`src/rtl/strb_rpt_pkg.sv`:
```
package strb_rpt_pkg;

  // Which window the shared counter is loaded with.
  typedef enum logic [1:0] {
    LD_DELAY = 2'd0,
    LD_LOCK  = 2'd1,
    LD_TRAIL = 2'd2,
    LD_BLANK = 2'd3
  } loadSel_e;

  // Strobes from the sequencer to the datapath.
  typedef struct packed {
    logic     launch;     // claim the path and enable the target side
    logic     launchToB;  // direction chosen at launch
    logic     outOn;      // assert the target output
    logic     outOff;     // deassert output and release enable
    logic     cntLoad;    // load the window counter
    loadSel_e loadSel;    // window to load
  } ctrlStrobes_t;

  typedef enum logic [2:0] {
    ST_IDLE   = 3'd0,
    ST_DELAY  = 3'd1,
    ST_LOCK   = 3'd2,
    ST_FOLLOW = 3'd3,
    ST_TRAIL  = 3'd4,
    ST_BLANK  = 3'd5
  } pathState_e;

endpackage

```
`src/rtl/strb_rpt_dp.sv`:
```
module strb_rpt_dp
  import strb_rpt_pkg::*;
#(
  parameter int HOLD_CYC   = 4,
  parameter int MIN_WIDTH  = 6,
  parameter int DCLK_DELAY = 3,
  parameter int TRAIL_CYC  = 5,
  parameter int BLANK_CYC  = 4,
  parameter int SYNC_DEPTH = 2
) (
  input  logic         clk,
  input  logic         rst,
  input  logic         aIn,
  input  logic         bIn,
  input  ctrlStrobes_t ctrl,
  output logic         aSync,
  output logic         bSync,
  output logic         srcSync,
  output logic         cntZero,
  output logic         aOut,
  output logic         aOe,
  output logic         bOut,
  output logic         bOe
);

  localparam int LOCK_CYC = (HOLD_CYC > MIN_WIDTH) ? HOLD_CYC : MIN_WIDTH;
  localparam int MAX_AB   = (LOCK_CYC > DCLK_DELAY) ? LOCK_CYC : DCLK_DELAY;
  localparam int MAX_TB   = (TRAIL_CYC > BLANK_CYC) ? TRAIL_CYC : BLANK_CYC;
  localparam int MAX_WIN  = (MAX_AB > MAX_TB) ? MAX_AB : MAX_TB;
  localparam int CNT_W    = $clog2(MAX_WIN + 1);
  localparam int NUM_SIDE = 2;

  localparam logic [CNT_W-1:0] LOAD_DELAY =
    (DCLK_DELAY > 0) ? CNT_W'(DCLK_DELAY - 1) : '0;
  localparam logic [CNT_W-1:0] LOAD_LOCK  = CNT_W'(LOCK_CYC - 1);
  localparam logic [CNT_W-1:0] LOAD_TRAIL = CNT_W'(TRAIL_CYC - 1);
  localparam logic [CNT_W-1:0] LOAD_BLANK = CNT_W'(BLANK_CYC - 1);

  // Input synchronisers, one chain per side.
  logic [NUM_SIDE-1:0] rawIn;
  logic [NUM_SIDE-1:0] syncOut;
  assign rawIn = {bIn, aIn};

  for (genvar side = 0; side < NUM_SIDE; side++) begin : g_sync
    logic [SYNC_DEPTH-1:0] chain;
    always_ff @(posedge clk) begin
      if (rst) chain <= '0;
      else     chain <= {chain[SYNC_DEPTH-2:0], rawIn[side]};
    end
    assign syncOut[side] = chain[SYNC_DEPTH-1];
  end

  assign aSync = syncOut[0];
  assign bSync = syncOut[1];

  // Window counter shared by every phase of a transfer.
  logic [CNT_W-1:0] cnt;
  logic [CNT_W-1:0] loadVal;

  always_comb begin
    unique case (ctrl.loadSel)
      LD_DELAY: loadVal = LOAD_DELAY;
      LD_LOCK:  loadVal = LOAD_LOCK;
      LD_TRAIL: loadVal = LOAD_TRAIL;
      default:  loadVal = LOAD_BLANK;
    endcase
  end

  always_ff @(posedge clk) begin
    if (rst)               cnt <= '0;
    else if (ctrl.cntLoad) cnt <= loadVal;
    else if (cnt != '0)    cnt <= cnt - 1'b1;
  end

  assign cntZero = (cnt == '0);

  // Direction latch and output stage.
  logic dirToB;
  logic effToB;

  assign effToB = ctrl.launch ? ctrl.launchToB : dirToB;

  always_ff @(posedge clk) begin
    if (rst)              dirToB <= 1'b1;
    else if (ctrl.launch) dirToB <= ctrl.launchToB;
  end

  assign srcSync = dirToB ? aSync : bSync;

  always_ff @(posedge clk) begin
    if (rst) begin
      aOut <= 1'b0;
      aOe  <= 1'b0;
      bOut <= 1'b0;
      bOe  <= 1'b0;
    end else if (ctrl.outOff) begin
      aOut <= 1'b0;
      aOe  <= 1'b0;
      bOut <= 1'b0;
      bOe  <= 1'b0;
    end else begin
      if (ctrl.launch) begin
        if (ctrl.launchToB) bOe <= 1'b1;
        else                aOe <= 1'b1;
      end
      if (ctrl.outOn) begin
        if (effToB) bOut <= 1'b1;
        else        aOut <= 1'b1;
      end
    end
  end

endmodule

```
`src/rtl/strb_rpt_ctrl.sv`:
```
module strb_rpt_ctrl
  import strb_rpt_pkg::*;
#(
  parameter int DCLK_DELAY = 3
) (
  input  logic         clk,
  input  logic         rst,
  input  logic         aSync,
  input  logic         bSync,
  input  logic         srcSync,
  input  logic         cntZero,
  input  logic         enAtoB,
  input  logic         enBtoA,
  input  logic         dclkA,
  input  logic         dclkB,
  input  logic         dtMode,
  output ctrlStrobes_t ctrl
);

  localparam logic DELAY_ON = (DCLK_DELAY > 0);

  pathState_e state, stateNext;
  logic endPulse;
  logic useDelay;

  always_ff @(posedge clk) begin
    if (rst) state <= ST_IDLE;
    else     state <= stateNext;
  end

  always_comb begin
    ctrl      = '0;
    stateNext = state;
    endPulse  = 1'b0;
    useDelay  = 1'b0;

    unique case (state)
      ST_IDLE: begin
        // A-to-B wins when both directions see a strobe.
        if (enAtoB && aSync) begin
          ctrl.launch    = 1'b1;
          ctrl.launchToB = 1'b1;
          useDelay       = DELAY_ON && dclkA;
        end else if (enBtoA && bSync) begin
          ctrl.launch    = 1'b1;
          ctrl.launchToB = 1'b0;
          useDelay       = DELAY_ON && dclkB;
        end
        if (ctrl.launch) begin
          ctrl.cntLoad = 1'b1;
          if (useDelay) begin
            ctrl.loadSel = LD_DELAY;
            stateNext    = ST_DELAY;
          end else begin
            ctrl.outOn   = 1'b1;
            ctrl.loadSel = LD_LOCK;
            stateNext    = ST_LOCK;
          end
        end
      end

      ST_DELAY: begin
        if (cntZero) begin
          ctrl.outOn   = 1'b1;
          ctrl.cntLoad = 1'b1;
          ctrl.loadSel = LD_LOCK;
          stateNext    = ST_LOCK;
        end
      end

      ST_LOCK: begin
        if (cntZero) begin
          if (srcSync) stateNext = ST_FOLLOW;
          else         endPulse  = 1'b1;
        end
      end

      ST_FOLLOW: begin
        if (!srcSync) endPulse = 1'b1;
      end

      ST_TRAIL: begin
        if (cntZero) begin
          ctrl.cntLoad = 1'b1;
          ctrl.loadSel = LD_BLANK;
          stateNext    = ST_BLANK;
        end
      end

      ST_BLANK: begin
        if (cntZero) stateNext = ST_IDLE;
      end

      default: stateNext = ST_IDLE;
    endcase

    if (endPulse) begin
      ctrl.outOff  = 1'b1;
      ctrl.cntLoad = 1'b1;
      if (dtMode) begin
        ctrl.loadSel = LD_TRAIL;
        stateNext    = ST_TRAIL;
      end else begin
        ctrl.loadSel = LD_BLANK;
        stateNext    = ST_BLANK;
      end
    end
  end

endmodule

```
`src/rtl/strobe_repeater.sv`:
```
module strobe_repeater
  import strb_rpt_pkg::*;
#(
  parameter int HOLD_CYC   = 4,
  parameter int MIN_WIDTH  = 6,
  parameter int DCLK_DELAY = 3,
  parameter int TRAIL_CYC  = 5,
  parameter int BLANK_CYC  = 4
) (
  input  logic clk,
  input  logic rst,
  input  logic aIn,
  input  logic bIn,
  input  logic enAtoB,
  input  logic enBtoA,
  input  logic dclkA,
  input  logic dclkB,
  input  logic dtMode,
  output logic aOut,
  output logic aOe,
  output logic bOut,
  output logic bOe
);

  ctrlStrobes_t ctrl;
  logic aSync, bSync, srcSync, cntZero;

  strb_rpt_ctrl #(
    .DCLK_DELAY(DCLK_DELAY)
  ) ctrl_i (
    .clk    (clk),
    .rst    (rst),
    .aSync  (aSync),
    .bSync  (bSync),
    .srcSync(srcSync),
    .cntZero(cntZero),
    .enAtoB (enAtoB),
    .enBtoA (enBtoA),
    .dclkA  (dclkA),
    .dclkB  (dclkB),
    .dtMode (dtMode),
    .ctrl   (ctrl)
  );

  strb_rpt_dp #(
    .HOLD_CYC  (HOLD_CYC),
    .MIN_WIDTH (MIN_WIDTH),
    .DCLK_DELAY(DCLK_DELAY),
    .TRAIL_CYC (TRAIL_CYC),
    .BLANK_CYC (BLANK_CYC),
    .SYNC_DEPTH(2)
  ) dp_i (
    .clk    (clk),
    .rst    (rst),
    .aIn    (aIn),
    .bIn    (bIn),
    .ctrl   (ctrl),
    .aSync  (aSync),
    .bSync  (bSync),
    .srcSync(srcSync),
    .cntZero(cntZero),
    .aOut   (aOut),
    .aOe    (aOe),
    .bOut   (bOut),
    .bOe    (bOe)
  );

endmodule

```
`config.mk`:
```
export PLATFORM = sky130hd
export DESIGN_NAME = strobe_repeater
export DESIGN_NICKNAME = d
export VERILOG_FILES = /design/src/rtl/strb_rpt_pkg.sv /design/src/rtl/strb_rpt_dp.sv /design/src/rtl/strb_rpt_ctrl.sv /design/src/rtl/strobe_repeater.sv
export SDC_FILE = /design/constraint.sdc
export NUM_CORES = 1
export LEC_CHECK = 0
export CAP_MARGIN = 20
export CORE_MARGIN = 1.5
export CORE_UTILIZATION = 26
export CTS_BUF_LIST = sky130_fd_sc_hd__clkbuf_8 sky130_fd_sc_hd__clkbuf_16
export DETAILED_ROUTE_END_ITERATION = 12
export PLACE_DENSITY = 0.43
export SYNTH_ARGS = -nofsm -noshare
export SYNTH_HDL_FRONTEND = slang
export SYNTH_SLANG_ARGS = --single-unit
```
`constraint.sdc`:
```
create_clock -name clk -period 1.7 [get_ports clk]
set_clock_uncertainty 0.15 [all_clocks]
set_input_delay 0.17 -clock clk [delete_from_list [all_inputs] [get_ports clk]]
set_output_delay 0.17 -clock clk [all_outputs]
set_load 0.03 [all_outputs]
```
### Word level (Yosys, flattened, before mapping)

Cells that the tools add are included.

| operators by class | value |
|---|---|
| bitwise operators | 2 |
| $add $sub $neg | 1 |
| multiplexer cells | 36 |
| reductions and logical operators | 13 |
| eq/ne operators | 14 |

Operator list:

| cell | count |
|---|---|
| $mux W3 | 12 |
| $pmux W3 S3 | 2 |
| $pmux W3 S6 | 1 |
| $mux W1 | 13 |
| $ne A3 B2 Y1 const B | 4 |
| $mux W2 | 5 |
| $reduce_and A2 Y1 | 4 |
| $reduce_and A7 Y1 | 1 |
| $eq A3 B2 Y1 const B | 2 |
| $eq A3 B3 Y1 const B | 2 |
| $logic_not A3 Y1 | 2 |
| $ne A3 B1 Y1 const B | 2 |
| $mux W4 | 1 |
| $pmux W1 S2 | 2 |
| $eq A3 B1 Y1 const B | 1 |
| $reduce_bool A3 Y1 | 1 |
| $sub A3 B1 Y3 const B | 1 |
| $eq A2 B1 Y1 const B | 1 |
| $eq A2 B2 Y1 const B | 1 |
| $logic_and A1 B1 Y1 | 2 |
| $logic_not A2 Y1 | 1 |
| $ne A2 B1 Y1 const B | 1 |
| $not A1 Y1 | 2 |
| $reduce_bool A2 Y1 | 1 |
| $reduce_or A2 Y1 | 1 |

| storage, ports and cells | value |
|---|---|
| output and inout bits | 4 |
| logic and storage cells | 75 |
| register bits after elaboration | 15 |

### Longest topological paths before layout

Gate-level depths: netlist of the first run.

| depth | value |
|---|---|
| depth in word-level cells | 11 |
| mapped depth | 7 |

### Hierarchy

From an unflattened synthesis of the first run, not the netlist that was laid out.

| second synthesis, totals | value |
|---|---|
| cells, all modules | 103 |
| area, all modules | 884.6 µm² |

By module, submodules not included:

| module | area each (µm²) | cells an instance | instances |
|---|---|---|---|
| strb_rpt_dp | 496.7 | 50 | 1 |
| strb_rpt_ctrl | 387.9 | 53 | 1 |

### Worst setup path before layout of the first run

OpenSTA, ideal clock, no wires.

| timing | value |
|---|---|
| path type | flip-flop to flip-flop |
| start point | reg dp_i.cnt[0] |
| end point | reg dp_i.cnt[1] |
| path buffers | 1 |
| cell stages (with the launch flop) | 8 |
| clock period less this slack | 1.840 ns |
| slack | -0.140 ns |
| arrival | 1.598 ns |
| path through | dfxtp_1 -> inv_1 -> ha_1 -> nor2b_1 -> buf_4 -> o2111ai_1 -> or4b_1 -> o32ai_1 |

| on the way | value |
|---|---|
| cells in the longest elaborated chain, start to end | 7 |
| elaborated cells on any way between the ends | 16 |
| classes of those cells | add/sub (1); eq/ne (2); mux (9); reduce/logical (4) |

Ends and longest elaborated chain:

| item | line | text |
|---|---|---|
| from (decl) | strb_rpt_dp.sv:57 | `logic [CNT_W-1:0] cnt;` |
| from (signal assigned) | strb_rpt_dp.sv:71 | `else if (ctrl.cntLoad) cnt <= loadVal;` |
| from (signal assigned) | strb_rpt_dp.sv:72 | `else if (cnt != '0) cnt <= cnt - 1'b1;` |
| $logic_not A3 Y1 | strb_rpt_dp.sv:75 | `assign cntZero = (cnt == '0);` |
| $mux W3 (tied with other cells) | strb_rpt_ctrl.sv:83 | `if (cntZero) begin` |
| $pmux W3 S3 / $pmux W1 S2 (equally long branches) | strb_rpt_ctrl.sv:37 | `unique case (state)` |
| $mux W4 | strb_rpt_ctrl.sv:97 | `if (endPulse) begin` |
| $eq A2 B2 Y1 (tied with other cells) | strb_rpt_dp.sv:61 | `unique case (ctrl.loadSel)` |
| $pmux W3 S3 | strb_rpt_dp.sv:61 |  |
| $mux W3 | strb_rpt_dp.sv:71 |  |

Parallel ways exist; a longest one is shown, timed or not. The select of a mux whose other input is x is not followed.
A chain may end at the register's enable or synchronous reset.

### Worst setup path in the final report of the first run

Same ends and word-level chain as after synthesis.

==> results of run 1 <==
-- cells by family after synthesis --
logic type | count (synthesis) | share of synthesized area
AO/OA/AOI/OAI | 32 | 0.300
multiplexers | 2 | 0.0234
buffers and inverters | 10 | 0.0716
XOR/XNOR | 2 | 0.0193
adder cells (fa/ha/maj) | 2 | 0.0275
flip-flops | 15 | 0.331
AND/OR/NAND/NOR | 33 | 0.227
-- routing by layer --
layer	up-vias	part of all wire
li1	450	-
met1	440	0.50
met2	15	0.43
met3	6	0.039
met4	0	0.022
met5	-	0
-- flip-flops by register name (all words and copies together) (netlist names) --
signal / flops
dp_i.cnt: 3
dp_i.g_sync.chain: 4
dp_i.bOe: 1
dp_i.bOut: 1
dp_i.aOe: 1
ctrl_i.state: 3
dp_i.aOut: 1
dp_i.dirToB: 1
-- synth_stat cells (all sizes together), types with 2 or more instances --
| cell | n |
|---|---|
| a2111o | 2 |
| a211oi | 2 |
| a221oi | 3 |
| a31oi | 3 |
| a32oi | 2 |
| buf | 5 |
| dfxtp | 15 |
| ha | 2 |
| inv | 4 |
| nand2 | 5 |
| nand2b | 3 |
| nand3 | 3 |
| nand4 | 3 |
| nor2 | 3 |
| nor2b | 7 |
| o211a | 3 |
| o21a | 3 |
| o21ai | 2 |
| o32ai | 2 |
| or3 | 2 |
-- repair_timing --
| action | 4_1_cts | 5_1_grt |
|---|---|---|
| setup buffers | 5 | 0 |
| gates resized for setup | 6 | 6 |
| setup endpoints to repair | 5 | 9 |
| pin swaps | 8 | 3 |
-- placed cells by master, fill, tap and decap left out, drive strengths merged, types with 2 or more instances in the layout --
cell type      count
a2111o             2
a211oi             2
a221oi             3
a31oi              3
a32oi              2
buf               28
clkbuf             3
clkdlybuf4s50     12
dfxtp             15
ha                 2
inv                4
nand2              5
nand2b             3
nand3              3
nand4              3
nor2               3
nor2b              7
o211a              3
o21a               3
o21ai              2
o32ai              2
or3                2
-- final cells by class --
cell class                 instances  area (sq um)  share of cell area
multi-input combinational         71           596               0.439
inverter                           4          15.0              0.0111
clock inverter                     1          7.51             0.00554
sequential                        15           305               0.225
timing repair buffer              40           334               0.246
clock buffer                       3          41.3              0.0304
tap                               46          57.6              0.0424
-- worst max-delay path, delay by kind of cell, from the launching register on --
kind / cells / cell delay [ns]
and+or+nand+nor: 3 / 0.79
DFF: 1 / 0.33
buffers and inverters: 2 / 0.16
adders and majority gates: 1 / 0.15
AOI/OAI and AO/OA: 1 / 0.10
-- power breakdown --
| group | switching, mW | internal [mW] | leakage (nW) | total, mW |
|---|---|---|---|---|
| registers | 0.0942 | 0.431 | 0.125 | 0.525 |
| clock network | 0.138 | 0.165 | 0.0217 | 0.303 |
| logic | 0.523 | 0.619 | 0.401 | 1.14 |
| total | 0.755 | 1.21 | 0.548 | 1.97 |
-- stage by stage --
step | cells | util | total power, mW | hold slack (ns) | instance area [sq um]
finish | 180 | 0.406 | 1.97 | 0.289 | 1360
global route | 180 | 0.406 | 2.13 | 0.300 | 1360
CTS | 180 | 0.402 | 1.96 | 0.293 | 1340
detailed placement | 172 | 0.370 | 1.53 | 0.277 | 1240
global placement | 172 | 0.370 | 1.55 | 0.267 | 1240
floorplan | 96 | - | 1.17 | 0.148 | 928
-- worst paths after layout --
kind | end | cells after the start
setup / recovery | dp_i.cnt[1] | 7
hold reg to reg | dp_i.g_sync[0].chain[1] | 1
hold / removal | dp_i.g_sync[0].chain[1] | 1
setup reg to reg | dp_i.cnt[1] | 7
==> key figures, run 1 <==
Drt
  • DRT Pass-1 Iters: 4
  • Detailed-route DRC error count: 0
  • DRT iter0 DRCs: 24
  • Via count: 911
  • Mean routed wirelength per cell: 13.0 um
  • Final ANT Viol Nets: 0
  • Total wire length: 2.33 mm
  • DR vias/cell: 5.06

STA
  • RSZ-0062 raised after global routing: true
  • Hold Violations, Final: 0
  • Tmin final: 1.77 ns
  • Slew headroom: 0.782
  • Setup_tns: -0.101 ns
  • Worst-Margin Slew: 0.327 ns
  • Fmax: 0.564 GHz
  • Setup-failing EPs final: 3
  • Max Slew Vio Count: 0
  • Final setup margin: -0.0742 ns
  • Period utilization: 1.04

Placement
  • Dpl hpwl: 1.71 mm
  • Setup slack at placement: -0.301 ns
  • Gpl congestion: 0.804
  • # port buffers: 12

GRT
  • GR Util met2: 0.202
  • Vias in the first global route: 880
  • Largest net degree at the start of global routing: 12
  • Total gr overflow: 0
  • M1 GR Usage: 0.174
  • Busiest grt layer: met2
  • Global-route wire length before repair: 4.12 mm
  • Grt met3 use: 0.0290
  • Initial antenna violation count: 0
  • Total track usage: 0.133

Worst setup path
  • FF-to-FF Start: dp_i.cnt[0]
  • Largest stage delay on the critical path: 0.47 ns
  • Worst Path Required: 1.72 ns
  • Crit Path Class: flip-flop to flip-flop
  • Crit path max fanout: 3
  • Worst Path Arrival: 1.79 ns
  • Crit. End Element: flip-flop
  • Critical Path Start Type: flip-flop
  • Register-to-register setup slack: -0.07 ns
  • Crit path from: dp_i.cnt[0]
  • Critical Path Slowest Stage Cell: or4b_4
  • Crit-path cells: inv_2 -> ha_4 -> buf_6 -> and3b_4 -> and2_4 -> or4b_4 -> o32ai_2

CTS
  • Worst skew pair latency: 0.25 ns
  • Root buffer cell: clkbuf_8
  • Sink Count: 15
  • CTS Buffer Depth: 2
  • CTS tree: built
  • Cts hold-fix bufs: 0
  • H-tree depth: 1
  • Total CTS buffers: 3
  • Clock-pin slew on the worst setup and hold paths: 0.07 ns

Outcome
  • Failing checks: negative setup slack
  • Outcome: finished, violations left

Synth
  • Synthesized area: 908 sq um
  • Post-synth EDFFs: 0
  • Area leader, netlist: dfxtp_1
  • Syn_nets: 107
  • Avg Inst Size Synth: 9.46 sq um
  • Post-synth ARST share: 0
  • Primary FF master, synth: dfxtp_1
  • Number of synthesis warnings: 0
  • Register area share after synthesis: 0.331
  • Cell variety after synth: 45
  • Synthesized instance count: 96
  • Top post-synthesis cells by area: dfxtp_1 (33%), nor2b_1 (4.8%), buf_6 (3.7%)
  • Post-synth top area share: 0.331
  • Yosys reg bits: 15

Floorplan
  • Die area: 3860 sq um
  • Initial core utilization: 0.272
  • Die X: 62.1 um
  • Die Span Y: 62.1 um
  • Site Rows: 21
  • Core area: 3340 sq um
  • I/O pin count: 13

Pwr
  • Pwr Density: 1450 nW/um^2
  • Maximum vdd ir drop: 0.478 mV
  • Lkg Pwr: 0.548 nW

Job
  • Max cap viols: 0

Layout
  • P&R area growth vs syn: 49.3%
  • Layout fillers: 341
  • Share of layout cells above drive strength 1: 0.388
  • # nets final: 146
  • Ant. Diodes: 0

Worst hold path
  • Worst Hold Launch: dp_i.g_sync[0].chain[0]
  • Worst hold path type: flip-flop to flip-flop
Note: power is estimated with default switching activity, not from simulation.
==> run 2: changes to the inputs <==
--- a/config.mk
+++ b/config.mk
@@ -6,11 +6,13 @@
 export NUM_CORES = 1
 export LEC_CHECK = 0
 export CAP_MARGIN = 20
+export CELL_PAD_IN_SITES_DETAIL_PLACEMENT = 0
+export CELL_PAD_IN_SITES_GLOBAL_PLACEMENT = 1
 export CORE_MARGIN = 1.5
 export CORE_UTILIZATION = 26
 export CTS_BUF_LIST = sky130_fd_sc_hd__clkbuf_8 sky130_fd_sc_hd__clkbuf_16
 export DETAILED_ROUTE_END_ITERATION = 12
-export PLACE_DENSITY = 0.43
+export PLACE_DENSITY = 0.53
 export SYNTH_ARGS = -nofsm -noshare
 export SYNTH_HDL_FRONTEND = slang
 export SYNTH_SLANG_ARGS = --single-unit
==> run 2 against run 1 <==
Net effect:
- sequential power is 2% higher
- worst setup slack lost 0.013 ns
- largest power group unchanged
- clock power about the same
- the run still ends with negative setup slack left
- critical path type unchanged
- routed wire length increased by 3.7%
- utilization up 2.8 points
==> key figures, run 2 (synthesis results as in run 1) <==
Worst setup path
  • Crit-path cells: inv_2 -> ha_4 -> nor2b_4 -> buf_6 -> o2111ai_4 -> or4b_4 -> o32ai_2
  • Crit. End Element: flip-flop
  • Crit Path Class: flip-flop to flip-flop
  • Worst Path Required: 1.72 ns
  • Crit path max fanout: 5
  • Crit-path leading delay family: simple AND/OR/NAND/NOR gates
  • WP buf/inv: 2
  • Critical Path Slowest Stage Cell: or4b_4
  • Critical Path Start Type: flip-flop
  • Largest stage delay on the critical path: 0.49 ns
  • Worst Path Arrival: 1.81 ns

CTS
  • Clock-pin slew on the worst setup and hold paths: 0.07 ns
  • Total CTS buffers: 3
  • CTS tree: built
  • H-tree depth: 1
  • Worst skew pair latency: 0.25 ns
  • CTS Buffer Depth: 2
  • Root buffer cell: clkbuf_8
  • Sink Count: 15

Layout
  • Max FFs per register: 4
  • Top flop regs: dp_i.g_sync.chain x4, ctrl_i.state x3, dp_i.cnt x3
  • Post-route cell area: 1450 sq um
  • P&R area growth vs syn: 59.5%
  • # nets final: 152
  • Register with the most flip-flops: dp_i.g_sync.chain
  • Ant. Diodes: 0
  • Leading cell type in the layout, fill and taps excluded: buf_4
  • Leading cell types in the layout, fill and taps excluded: buf_4 (31), clkdlybuf4s50_1 (12), dfxtp_1 (10)
  • Finished Layout Cells: 186
  • Layout fillers: 337
  • FF/Latch Area: 307 sq um
  • Share of layout cells above drive strength 1: 0.429
  • Multi-input logic area: 634 sq um

Drt
  • DR vias/cell: 4.85
  • Final ANT Viol Nets: 0
  • DRT iter0 DRCs: 25
  • Detailed-route DRC error count: 0
  • DRT Pass-1 Iters: 4
  • Via count: 902
  • Total wire length: 2.42 mm
  • Mean routed wirelength per cell: 13.0 um

Placement
  • # port buffers: 12
  • Gpl congestion: 0.810
  • Setup slack at placement: -0.256 ns
  • Placed Instances: 175
  • Dpl hpwl: 1.81 mm
  • Dpl cell area: 1260 sq um

STA
  • Fmax: 0.560 GHz
  • Worst-Margin Slew: 0.350 ns
  • Setup-failing EPs final: 3
  • Max Slew Vio Count: 0
  • Period utilization: 1.05
  • Hold Violations, Final: 0
  • RSZ-0062 raised after global routing: true
  • Final setup margin: -0.0868 ns
  • Tmin final: 1.79 ns
  • Hold slack: 0.295 ns
  • Slew headroom: 0.766

Job
  • Max cap viols: 0

Floorplan
  • Die Span Y: 62.1 um
  • Site Rows: 21
  • I/O pin count: 13
  • Die X: 62.1 um
  • Core area: 3340 sq um
  • Die area: 3860 sq um
  • Initial core utilization: 0.272

GRT
  • Vias in the first global route: 939
  • Total gr overflow: 0
  • Largest net degree at the start of global routing: 11
  • Total track usage: 0.138
  • Initial antenna violation count: 0
  • Global-route wire length before repair: 4.22 mm

Outcome
  • Failing checks: negative setup slack
  • Outcome: finished, violations left

Pwr
  • Lkg Pwr: 0.574 nW
  • Maximum vdd ir drop: 0.428 mV
  • Pwr Density: 1440 nW/um^2

Worst hold path
  • Worst hold path type: flip-flop to flip-flop
-- run 2: changes by cell type in the layout (fill, tap and decap cells not counted), sizes merged --
cell,before,now
buf,28,34
-- run 2: worst paths after layout --
kind,from,endpoint,slack [ns],cells past startpoint
worst max register to register,dp_i.cnt[0],dp_i.cnt[1],-0.09,7
worst min-delay path,dp_i.g_sync[0].chain[0],dp_i.g_sync[0].chain[1],0.30,1
worst min register to register,dp_i.g_sync[0].chain[0],dp_i.g_sync[0].chain[1],0.30,1
worst max-delay path,dp_i.cnt[0],dp_i.cnt[1],-0.09,7
-- run 2: cell type report --
class	instances	share of cell area
multi-input cells	71	0.438
repair buffers	46	0.267
flip-flops and latches	15	0.212
well taps	46	0.0397
clock buffers	3	0.0285
inverters	4	0.0104
clock inverters	1	0.00518
-- run 2: report_power, final --
group / internal, mW / switching (mW) / total, mW
Clock: 0.165 / 0.140 / 0.305
Sequential: 0.432 / 0.103 / 0.536
Combinational: 0.684 / 0.555 / 1.24
-- run 2: what timing repair did --
item                                    in CTS  in global routing
pin swaps                                    6                  3
endpoints found under the hold margin        0                  0
setup buffers                                4                  3
gates cloned                                 0                  0
gates resized for setup                     11                  8
endpoints found under the setup margin       6                 10
hold buffers                                 0                  0
-- run 2: metrics by stage --
step	util	power [mW]	TNS, ns
after floorplan	-	1.17	-0.0622
after global placement	0.377	1.59	-1.23
after detailed placement	0.377	1.57	-1.19
after CTS	0.418	2.04	-0.138
after global routing	0.434	2.23	-0.518
final	0.434	2.08	-0.135
-- run 2: layer usage --
layer | track usage | part of all wire | up-vias
li1 | - | - | 459
met1 | 0.176 | 0.48 | 423
met2 | 0.221 | 0.46 | 16
met3 | 0.0199 | 0.034 | 4
met4 | 0.0833 | 0.026 | 0
met5 | 0 | 0 | -
